==> src/rtl/hb_pkg.sv <==
package hb_pkg;

    typedef struct packed {
        logic wr_start;
        logic wr_commit;
        logic wr_active;
        logic rd_active;
    } hb_evt_t;

endpackage

==> src/rtl/hb_sync.sv <==
module hb_sync #(
    parameter int          W       = 1,
    parameter int          STAGES  = 2,
    parameter logic        RST_VAL = 1'b0
) (
    input  logic         clk,
    input  logic         rst_n,
    input  logic [W-1:0] din,
    output logic [W-1:0] dout
);
    typedef struct packed {
        logic [STAGES-1:0][W-1:0] stg;
    } sync_t;

    sync_t s_d, s_q;

    always_comb begin
        s_d = s_q;
        s_d.stg[0] = din;
        for (int i = 1; i < STAGES; i++) begin
            s_d.stg[i] = s_q.stg[i-1];
        end
    end

    always_ff @(posedge clk or negedge rst_n) begin
        if (!rst_n) begin
            s_q <= {(STAGES*W){RST_VAL}};
        end else begin
            s_q <= s_d;
        end
    end

    assign dout = s_q.stg[STAGES-1];
endmodule

==> src/rtl/hb_strobe_ctrl.sv <==
module hb_strobe_ctrl
    import hb_pkg::*;
(
    input  logic    clk,
    input  logic    rst_n,
    input  logic    sel_s,
    input  logic    wr_s,
    input  logic    rd_s,
    output hb_evt_t evt
);
    typedef struct packed {
        logic wr_prev;
        logic wr_owned;
    } ctl_t;

    ctl_t c_d, c_q;

    always_comb begin
        c_d          = c_q;
        c_d.wr_prev  = wr_s;
        if (wr_s) begin
            c_d.wr_owned = 1'b0;
        end else if (!sel_s) begin
            c_d.wr_owned = 1'b1;
        end

        evt.wr_active = !wr_s && !sel_s;
        evt.wr_start  = c_q.wr_prev && !wr_s && !sel_s;
        evt.wr_commit = !c_q.wr_prev && wr_s && c_q.wr_owned;
        evt.rd_active = !rd_s && !sel_s && wr_s;
    end

    always_ff @(posedge clk or negedge rst_n) begin
        if (!rst_n) begin
            c_q <= '{wr_prev: 1'b1, wr_owned: 1'b0};
        end else begin
            c_q <= c_d;
        end
    end
endmodule

==> src/rtl/hb_hold_timer.sv <==
module hb_hold_timer #(
    parameter int HOLD_CYC = 8
) (
    input  logic clk,
    input  logic rst_n,
    input  logic wr_start,
    input  logic wr_commit,
    output logic busy,
    output logic viol
);
    localparam int CNT_W = $clog2(HOLD_CYC + 1);
    localparam logic [CNT_W-1:0] LOAD = CNT_W'(HOLD_CYC);

    typedef struct packed {
        logic [CNT_W-1:0] cnt;
        logic             viol;
    } tmr_t;

    tmr_t t_d, t_q;

    always_comb begin
        t_d = t_q;
        if (wr_commit) begin
            t_d.cnt = LOAD;
        end else if (t_q.cnt != '0) begin
            t_d.cnt = t_q.cnt - CNT_W'(1);
        end
        if (wr_start && (t_q.cnt != '0)) begin
            t_d.viol = 1'b1;
        end
    end

    always_ff @(posedge clk or negedge rst_n) begin
        if (!rst_n) begin
            t_q <= '0;
        end else begin
            t_q <= t_d;
        end
    end

    assign busy = (t_q.cnt != '0);
    assign viol = t_q.viol;
endmodule

==> src/rtl/hb_latch_path.sv <==
module hb_latch_path #(
    parameter int W = 8
) (
    input  logic         clk,
    input  logic         rst_n,
    input  logic [W-1:0] data_s,
    input  logic         wr_active,
    input  logic         wr_commit,
    output logic [W-1:0] latched,
    output logic         drive
);
    typedef struct packed {
        logic [W-1:0] shadow;
        logic [W-1:0] hold;
        logic         drive;
    } lat_t;

    lat_t l_d, l_q;

    always_comb begin
        l_d = l_q;
        if (wr_active) begin
            l_d.shadow = data_s;
        end
        if (wr_commit) begin
            l_d.hold  = l_q.shadow;
            l_d.drive = 1'b1;
        end
    end

    always_ff @(posedge clk or negedge rst_n) begin
        if (!rst_n) begin
            l_q <= '0;
        end else begin
            l_q <= l_d;
        end
    end

    assign latched = l_q.hold;
    assign drive   = l_q.drive;
endmodule

==> src/rtl/hold_extend_buffer.sv <==
module hold_extend_buffer
    import hb_pkg::*;
#(
    parameter int W        = 8,
    parameter int HOLD_CYC = 8,
    parameter int SYNC_STG = 2
) (
    input  logic         clk,
    input  logic         rst_n,
    input  logic         sel_n,
    input  logic         wr_n,
    input  logic         rd_n,
    input  logic [W-1:0] host_din,
    output logic [W-1:0] host_dout,
    output logic         host_oe,
    input  logic [W-1:0] per_din,
    output logic [W-1:0] per_dout,
    output logic         per_oe,
    output logic         hold_busy,
    output logic         hold_viol
);
    logic [2:0]   ctl_s;
    logic [W-1:0] data_s;
    logic         drive;
    hb_evt_t      evt;

    hb_sync #(.W(3), .STAGES(SYNC_STG), .RST_VAL(1'b1)) u_ctl_sync (
        .clk  (clk),
        .rst_n(rst_n),
        .din  ({sel_n, wr_n, rd_n}),
        .dout (ctl_s)
    );

    hb_sync #(.W(W), .STAGES(SYNC_STG), .RST_VAL(1'b0)) u_dat_sync (
        .clk  (clk),
        .rst_n(rst_n),
        .din  (host_din),
        .dout (data_s)
    );

    hb_strobe_ctrl u_ctrl (
        .clk  (clk),
        .rst_n(rst_n),
        .sel_s(ctl_s[2]),
        .wr_s (ctl_s[1]),
        .rd_s (ctl_s[0]),
        .evt  (evt)
    );

    hb_latch_path #(.W(W)) u_path (
        .clk      (clk),
        .rst_n    (rst_n),
        .data_s   (data_s),
        .wr_active(evt.wr_active),
        .wr_commit(evt.wr_commit),
        .latched  (per_dout),
        .drive    (drive)
    );

    hb_hold_timer #(.HOLD_CYC(HOLD_CYC)) u_timer (
        .clk      (clk),
        .rst_n    (rst_n),
        .wr_start (evt.wr_start),
        .wr_commit(evt.wr_commit),
        .busy     (hold_busy),
        .viol     (hold_viol)
    );

    always_comb begin
        host_oe   = evt.rd_active;
        host_dout = evt.rd_active ? per_din : '0;
        per_oe    = drive && !evt.rd_active;
    end
endmodule

==> config.mk <==
export PLATFORM = sky130hd
export DESIGN_NAME = hold_extend_buffer
export DESIGN_NICKNAME = d
export VERILOG_FILES = /design/src/rtl/hb_pkg.sv /design/src/rtl/hb_sync.sv /design/src/rtl/hb_strobe_ctrl.sv /design/src/rtl/hb_hold_timer.sv /design/src/rtl/hb_latch_path.sv /design/src/rtl/hold_extend_buffer.sv
export SDC_FILE = /design/constraint.sdc
export NUM_CORES = 1
export LEC_CHECK = 0
export ABC_AREA = 0
export BUFFER_PORTS_ARGS = -buffer_cell sky130_fd_sc_hd__buf_2
export CAP_MARGIN = 0
export CORE_MARGIN = 4
export CORE_UTILIZATION = 40
export DETAILED_ROUTE_END_ITERATION = 10
export PLACE_DENSITY = 0.64
export SYNTH_ARGS = -nofsm -noshare
export SYNTH_HDL_FRONTEND = slang
export SYNTH_SLANG_ARGS = --single-unit
==> constraint.sdc <==
create_clock -name clk -period 1.9 [get_ports clk]
set_input_delay 0.19 -clock clk [delete_from_list [all_inputs] [get_ports clk]]
set_output_delay 0.19 -clock clk [all_outputs]
set_load 0.01 [all_outputs]
==> impl_metrics.yaml, run 1 <==
die:
  dieArea_sq_mm: 0.00515
  die_h_um: 71.7
  die-width_um: 71.7
  start_util: 0.428
  row_count: 22
  core_sq_mm: 0.00380
  ios: 41
synth:
  synth_top_area_share: 0.600
  yosys_warnings: 0
  syn_nets: 124
  ys_top_cells_by_area: "dfrtp_1, dfstp_2, mux2_2, buf_4, and2_1"
  syn_area_per_cell_sq_um: 15.9
  synth_seq_area_share: 0.714
  netlist_instances: 102
  yosys_register_bits: 46
  synth_top_area_cell: "dfrtp_1"
  synth_area_sq_mm: 0.00163
  synth_cell_types: 24
setup_path:
  cp_top_family: "simple AND/OR/NAND/NOR gates"
  end_kind: "output pin"
  reg2reg_from: "u_timer.t_q[1]"
  cp.buffers_inverters: 2
  critPathLaunchType: "flop"
  crit_type: "flop to output pin"
  path_cells: "inv_1 -> ha_1 -> or3b_1 -> buf_2"
  r2r-end: "u_timer.t_q[1]"
  crit_required_ps: 1710
  cpMaxStageDelayCell: "or3b_1"
  critPathArrivalTime_ps: 1600
  cpPeakStageDelay_ps: 460
  rr_worst_depth: 5
  path_depth: 4
  cp-endpoint: "hold_busy"
  r2r_setup_slack_ps: 400
  cp_max_fo: 5
  crit_start: "u_timer.t_q[1]"
sta:
  slew-limit-headroom: 0.622
  rsz0062_at_grt: "no"
  final_max_slew_viol_count: 0
  tns_ps: 0
  finalSetupViolations: 0
  fin_skew_ps: 7.03
  tightest_slew_ps: 565
  fmaxAchievable_ghz: 0.560
  post-route-period-util: 0.940
  setup_ws_ps: 115
  finalHoldViolCount: 0
  period_needed_ps: 1790
  holdWs_ps: 351
layout:
  drive_gt1_frac: 0.487
  synthToLayoutAreaGrowth_pct: 27.0
  final_util: 0.543
  fillers: 321
  diodes: 0
  finalNetCount: 175
pwr:
  clkPwrFrac: 0.304
  p_sw_mw: 0.558
  power_density_mw_per_mm2: 1140
  sw_frac_of_total: 0.237
  combPwrFrac: 0.181
  p_int_mw: 1.80
  p_seq_frac: 0.515
  peakVddDrop_uv: 442
  p_total_mw: 2.35
  p_leak_nw: 0.970
global_route:
  grt_overflow_total: 0
  grt-busiest-layer: "met2"
  met2_usage: 0.180
  grt_pass1_vias: 906
  grt_usage: 0.110
  grt_use_met1: 0.120
  grt_max_degree: 47
  grt_pass1_wl_um: 4220
  antenna_found_initial: 0
  grt_util_met3: 0.0561
detailed_routing:
  wire_per_inst_um: 12.3
  viasPerCell: 4.38
  drt-total-wl_um: 2480
  drc_errors: 0
  ant_nets: 0
  drtIter0Drc: 35
  drtPass1Iterations: 3
  num_vias: 884
clock_network:
  cts_tree: "done"
  clock_latency_ps: 290
  postCtsSetupRepairBufs: 0
  clockRootBuffer: "clkbuf_8"
  cts_buffers: 5
  cts_max_level: 2
  numClockSinks: 46
  cts_max_path_buffers: 2
  clk_pin_slew_ps: 80
placement:
  portBuffers: 40
  pre_cts_slack_ps: 376
  dp_hpwl_um: 1800
  place.gp.congestion: 0.663
worst_hold_path:
  hold_class: "flop to flop"
run_status:
  status: "complete, no violations"
flow_run:
  drv_cap: 0
[worst register-to-register path: cells and delay by family, from the launching register on]
family / cells / cell delay [ps]
XOR/XNOR: 1 / 180
AND/OR/NAND/NOR: 2 / 520
adder cells (fa/ha/maj): 1 / 190
flip-flops: 1 / 400
buffers and inverters: 1 / 70
[state kept, by name, indices dropped and copies added, names as in the netlist]
register         cells
u_timer.t_q          4
u_ctl_sync.s_d       3
u_ctl_sync.dout      3
u_path.l_q           8
u_timer.viol         1
u_path.latched       8
u_path.drive         1
u_dat_sync.dout      8
u_ctrl.c_q           2
u_dat_sync.s_d       8
[routing by layer]
| metal | wire [um] | share of wire |
|---|---|---|
| met3 | 152 | 0.061 |
| met5 | 0 | 0 |
| met4 | 18 | 0.0073 |
| met1 | 909 | 0.37 |
| met2 | 1400 | 0.56 |
[kinds of logic after synthesis]
kind of cell             synth area share
AO/OA/AOI/OAI                      0.0246
XOR/XNOR                          0.00539
adder cells (fa/ha/maj)           0.00770
buffers and inverters              0.0508
flip-flops                          0.714
multiplexers                        0.111
AND/OR/NAND/NOR                    0.0870
[worst min-delay path by stage]
stage / endpoint / slack, ps / depth (start not counted) / start
6_report: u_dat_sync.dout[3] / 350 / 0 / u_dat_sync.s_d[11]
5_1_grt: u_dat_sync.dout[1] / 360 / 0 / u_dat_sync.s_d[9]
3_5_place_dp: u_path.latched[0] / 300 / 2 / rst_n
2_1_floorplan: u_ctrl.c_q[0] / -110 / 0 / rst_n
3_3_place_gp: u_dat_sync.s_d[8] / 290 / 2 / rst_n
4_1_cts: u_dat_sync.s_d[8] / 1 / 1 / host_din[0]
[power by group through the flow]
stage | registers, mW | logic (mW) | clock network (mW)
after floorplan | 1.21 | 0.361 | 0
after global placement | 1.22 | 0.394 | 0
after detailed placement | 1.23 | 0.417 | 0
after CTS | 1.21 | 0.431 | 0.740
after global routing | 1.23 | 0.481 | 0.792
final | 1.21 | 0.426 | 0.715
[cell usage after synthesis (all sizes together)]
library cell / instances
dfrtp: 39
mux2: 16
buf: 9
and2: 8
dfstp: 7
inv: 3
nor2: 3
a21oi: 2
nand2b: 2
nand3b: 2
nor3b: 2
a211o: 1
a211oi: 1
a31o: 1
ha: 1
nor2b: 1
nor3: 1
or3: 1
or3b: 1
xnor2: 1
[area by class of cell]
cell class,count,area [sq um],area share
inverters,3,11.3,0.00545
repair buffers,53,328,0.159
well taps,48,60.1,0.0291
multi-input cells,44,389,0.188
clock buffers,7,86.3,0.0418
flip-flops and latches,46,1160,0.562
clock inverters,1,30.0,0.0145
[through the flow]
step,instances,cell area (sq um)
finish,202,2060
global route,202,2060
CTS,198,2020
detailed placement,182,1820
global placement,182,1820
floorplan,102,1630
[repair_timing]
action / 4_1_cts / 5_1_grt
hold buffers: 8 / 4
hold endpoints to repair: 46 / 4
resized for setup: 0 / 1
setup endpoints to repair: 0 / 9
[placed cells by master, fill, tap and decap left out, drive strengths merged]
master / n
buf: 41
dfrtp: 39
mux2: 16
dlygate4sd3: 12
and2: 8
dfstp: 7
clkbuf: 7
inv: 3
nor2: 3
a21oi: 2
nand2b: 2
nor3b: 2
nand3b: 2
nor2b: 1
or3b: 1
or3: 1
nor3: 1
a211o: 1
a31o: 1
a211oi: 1
xnor2: 1
ha: 1
bufinv: 1
Power figures use the tool's default switching activity.
==> run 2: changes to the inputs <==
--- a/config.mk
+++ b/config.mk
@@ -9,9 +9,10 @@
 export BUFFER_PORTS_ARGS = -buffer_cell sky130_fd_sc_hd__buf_2
 export CAP_MARGIN = 0
 export CORE_MARGIN = 4
-export CORE_UTILIZATION = 40
+export CORE_UTILIZATION = 48
 export DETAILED_ROUTE_END_ITERATION = 10
-export PLACE_DENSITY = 0.64
+export PLACE_DENSITY = 0.74
+export SLEW_MARGIN = 20
 export SYNTH_ARGS = -nofsm -noshare
 export SYNTH_HDL_FRONTEND = slang
 export SYNTH_SLANG_ARGS = --single-unit
==> impl_metrics.yaml, run 2 (synthesis results as in run 1) <==
run_status:
  status: "complete, no violations"
setup_path:
  reg2reg_from: "u_timer.t_q[1]"
  r2r_setup_slack_ps: 440
  critPathLaunchType: "flop"
  rr_worst_depth: 5
  end_kind: "output pin"
  crit_required_ps: 1710
  cp_max_fo: 5
  crit_type: "flop to output pin"
  critPathArrivalTime_ps: 1620
  r2r-end: "u_timer.t_q[1]"
layout:
  finalNetCount: 177
  final_cell_mix: "buf_2, dfrtp_1, mux2_2, dlygate4sd3_1, and2_1"
  seqCellArea_sq_mm: 0.00116
  final_common_cell: "buf_2"
  fillers: 247
  diodes: 0
  multi_input_area_sq_um: 392
  drive_gt1_frac: 0.494
  synthToLayoutAreaGrowth_pct: 25.3
sta:
  finalHoldViolCount: 0
  tightest_slew_ps: 800
  slew-limit-headroom: 0.466
  setup_ws_ps: 94.6
  holdWs_ps: 361
  fin_skew_ps: 7.56
  finalSetupViolations: 0
  final_max_slew_viol_count: 0
  post-route-period-util: 0.950
  period_needed_ps: 1810
  fmaxAchievable_ghz: 0.554
detailed_routing:
  drt-total-wl_um: 2620
  wl_met1_um: 947
  viasPerCell: 4.66
  ant_nets: 0
  wire_per_inst_um: 13.1
  wl_met3_um: 127
  wl_met2_um: 1460
  drc_errors: 0
  top_layer: "met4"
  drtPass1Iterations: 2
  num_vias: 932
  drtIter0Drc: 17
worst_hold_path:
  worst_hold_startpoint: "u_dat_sync.s_d[13]"
  hold_class: "flop to flop"
  hold_path_end: "u_dat_sync.dout[5]"
  whs_path_depth: 0
clock_network:
  numClockSinks: 46
  cts_max_path_buffers: 2
  clock_latency_ps: 350
  cts_buffers: 5
  cts_tree: "done"
  clk_pin_slew_ps: 120
  cts_max_level: 2
  clockRootBuffer: "clkbuf_4"
global_route:
  grt_overflow_total: 0
  grt_pass1_vias: 1013
  grt_usage: 0.144
  grt_max_degree: 40
  antenna_found_initial: 0
  grt_pass1_wl_um: 4520
die:
  start_util: 0.515
  row_count: 20
  ios: 41
  die-width_um: 66.2
  core_sq_mm: 0.00315
  die_h_um: 66.2
  dieArea_sq_mm: 0.00438
pwr:
  p_leak_nw: 0.962
  power_density_mw_per_mm2: 1080
  peakVddDrop_uv: 767
placement:
  portBuffers: 40
  pre_cts_slack_ps: 408
  dp_hpwl_um: 1820
  place.gp.congestion: 0.694
flow_run:
  drv_cap: 0
## run 2: changes by cell type in the layout (fill, tap and decap cells not counted)
cell	before	now
clkbuf_4	0	5
or3b_4	0	1
clkbuf_8	6	0
buf_4	1	3
clkbuf_1	1	2
or3b_1	1	0
## run 2: critical path, stage by stage (launching register included)
cell	delay (ps)
dfrtp_1	420
inv_1	60
ha_1	200
or3b_4	430
buf_2	160
## run 2: report_power, final
part	switching (mW)	total (mW)	internal, mW
clock	0.279	0.558	0.279
sequential	0.0795	1.21	1.13
combinational	0.190	0.433	0.243
total	0.548	2.20	1.65
## run 2: final cells by class
| class | instances | share of cell area |
|---|---|---|
| clock inverter | 1 | 0.0148 |
| tap | 44 | 0.0270 |
| timing repair buffer | 55 | 0.168 |
| inverter | 3 | 0.00553 |
| sequential | 46 | 0.570 |
| multi-input combinational | 44 | 0.192 |
| clock buffer | 7 | 0.0221 |
## run 2: how the worst max path moves through the flow
stage / startpoint / to / slack (ps) / depth (start not counted)
2_1_floorplan: u_timer.t_q[1] / u_timer.viol / 490 / 5
3_3_place_gp: u_timer.t_q[1] / u_timer.t_q[1] / 480 / 5
3_5_place_dp: u_timer.t_q[1] / u_timer.t_q[1] / 410 / 5
4_1_cts: u_ctl_sync.dout[1] / host_dout[2] / 10 / 3
5_1_grt: u_ctl_sync.dout[1] / host_dout[4] / -30 / 3
6_report: u_timer.t_q[1] / hold_busy / 90 / 4
## run 2: timing repair
item | 4_1_cts | 5_1_grt
gates resized for setup | 0 | 2
setup buffers | 0 | 1
hold buffers | 12 | 0
endpoints found under the setup margin | 0 | 10
hold endpoints to repair | 41 | 0
## run 2: per-stage QoR
stage	setup TNS [ps]	cell area, sq um	utilization	cells	total power [mW]
2_1_floorplan	0	1630	-	102	1.57
3_3_place_gp	0	1820	0.579	179	1.61
3_5_place_dp	0	1820	0.579	179	1.64
4_1_cts	0	2020	0.640	199	2.22
5_1_grt	-83.1	2040	0.646	200	2.35
6_report	0	2040	0.646	200	2.20
## run 2: routing by layer
layer / vias to the layer above / global-route usage
met4: 0 / 0.0787
met3: 9 / 0.0714
met1: 468 / 0.150
met2: 23 / 0.237
met5: - / 0
li1: 432 / -
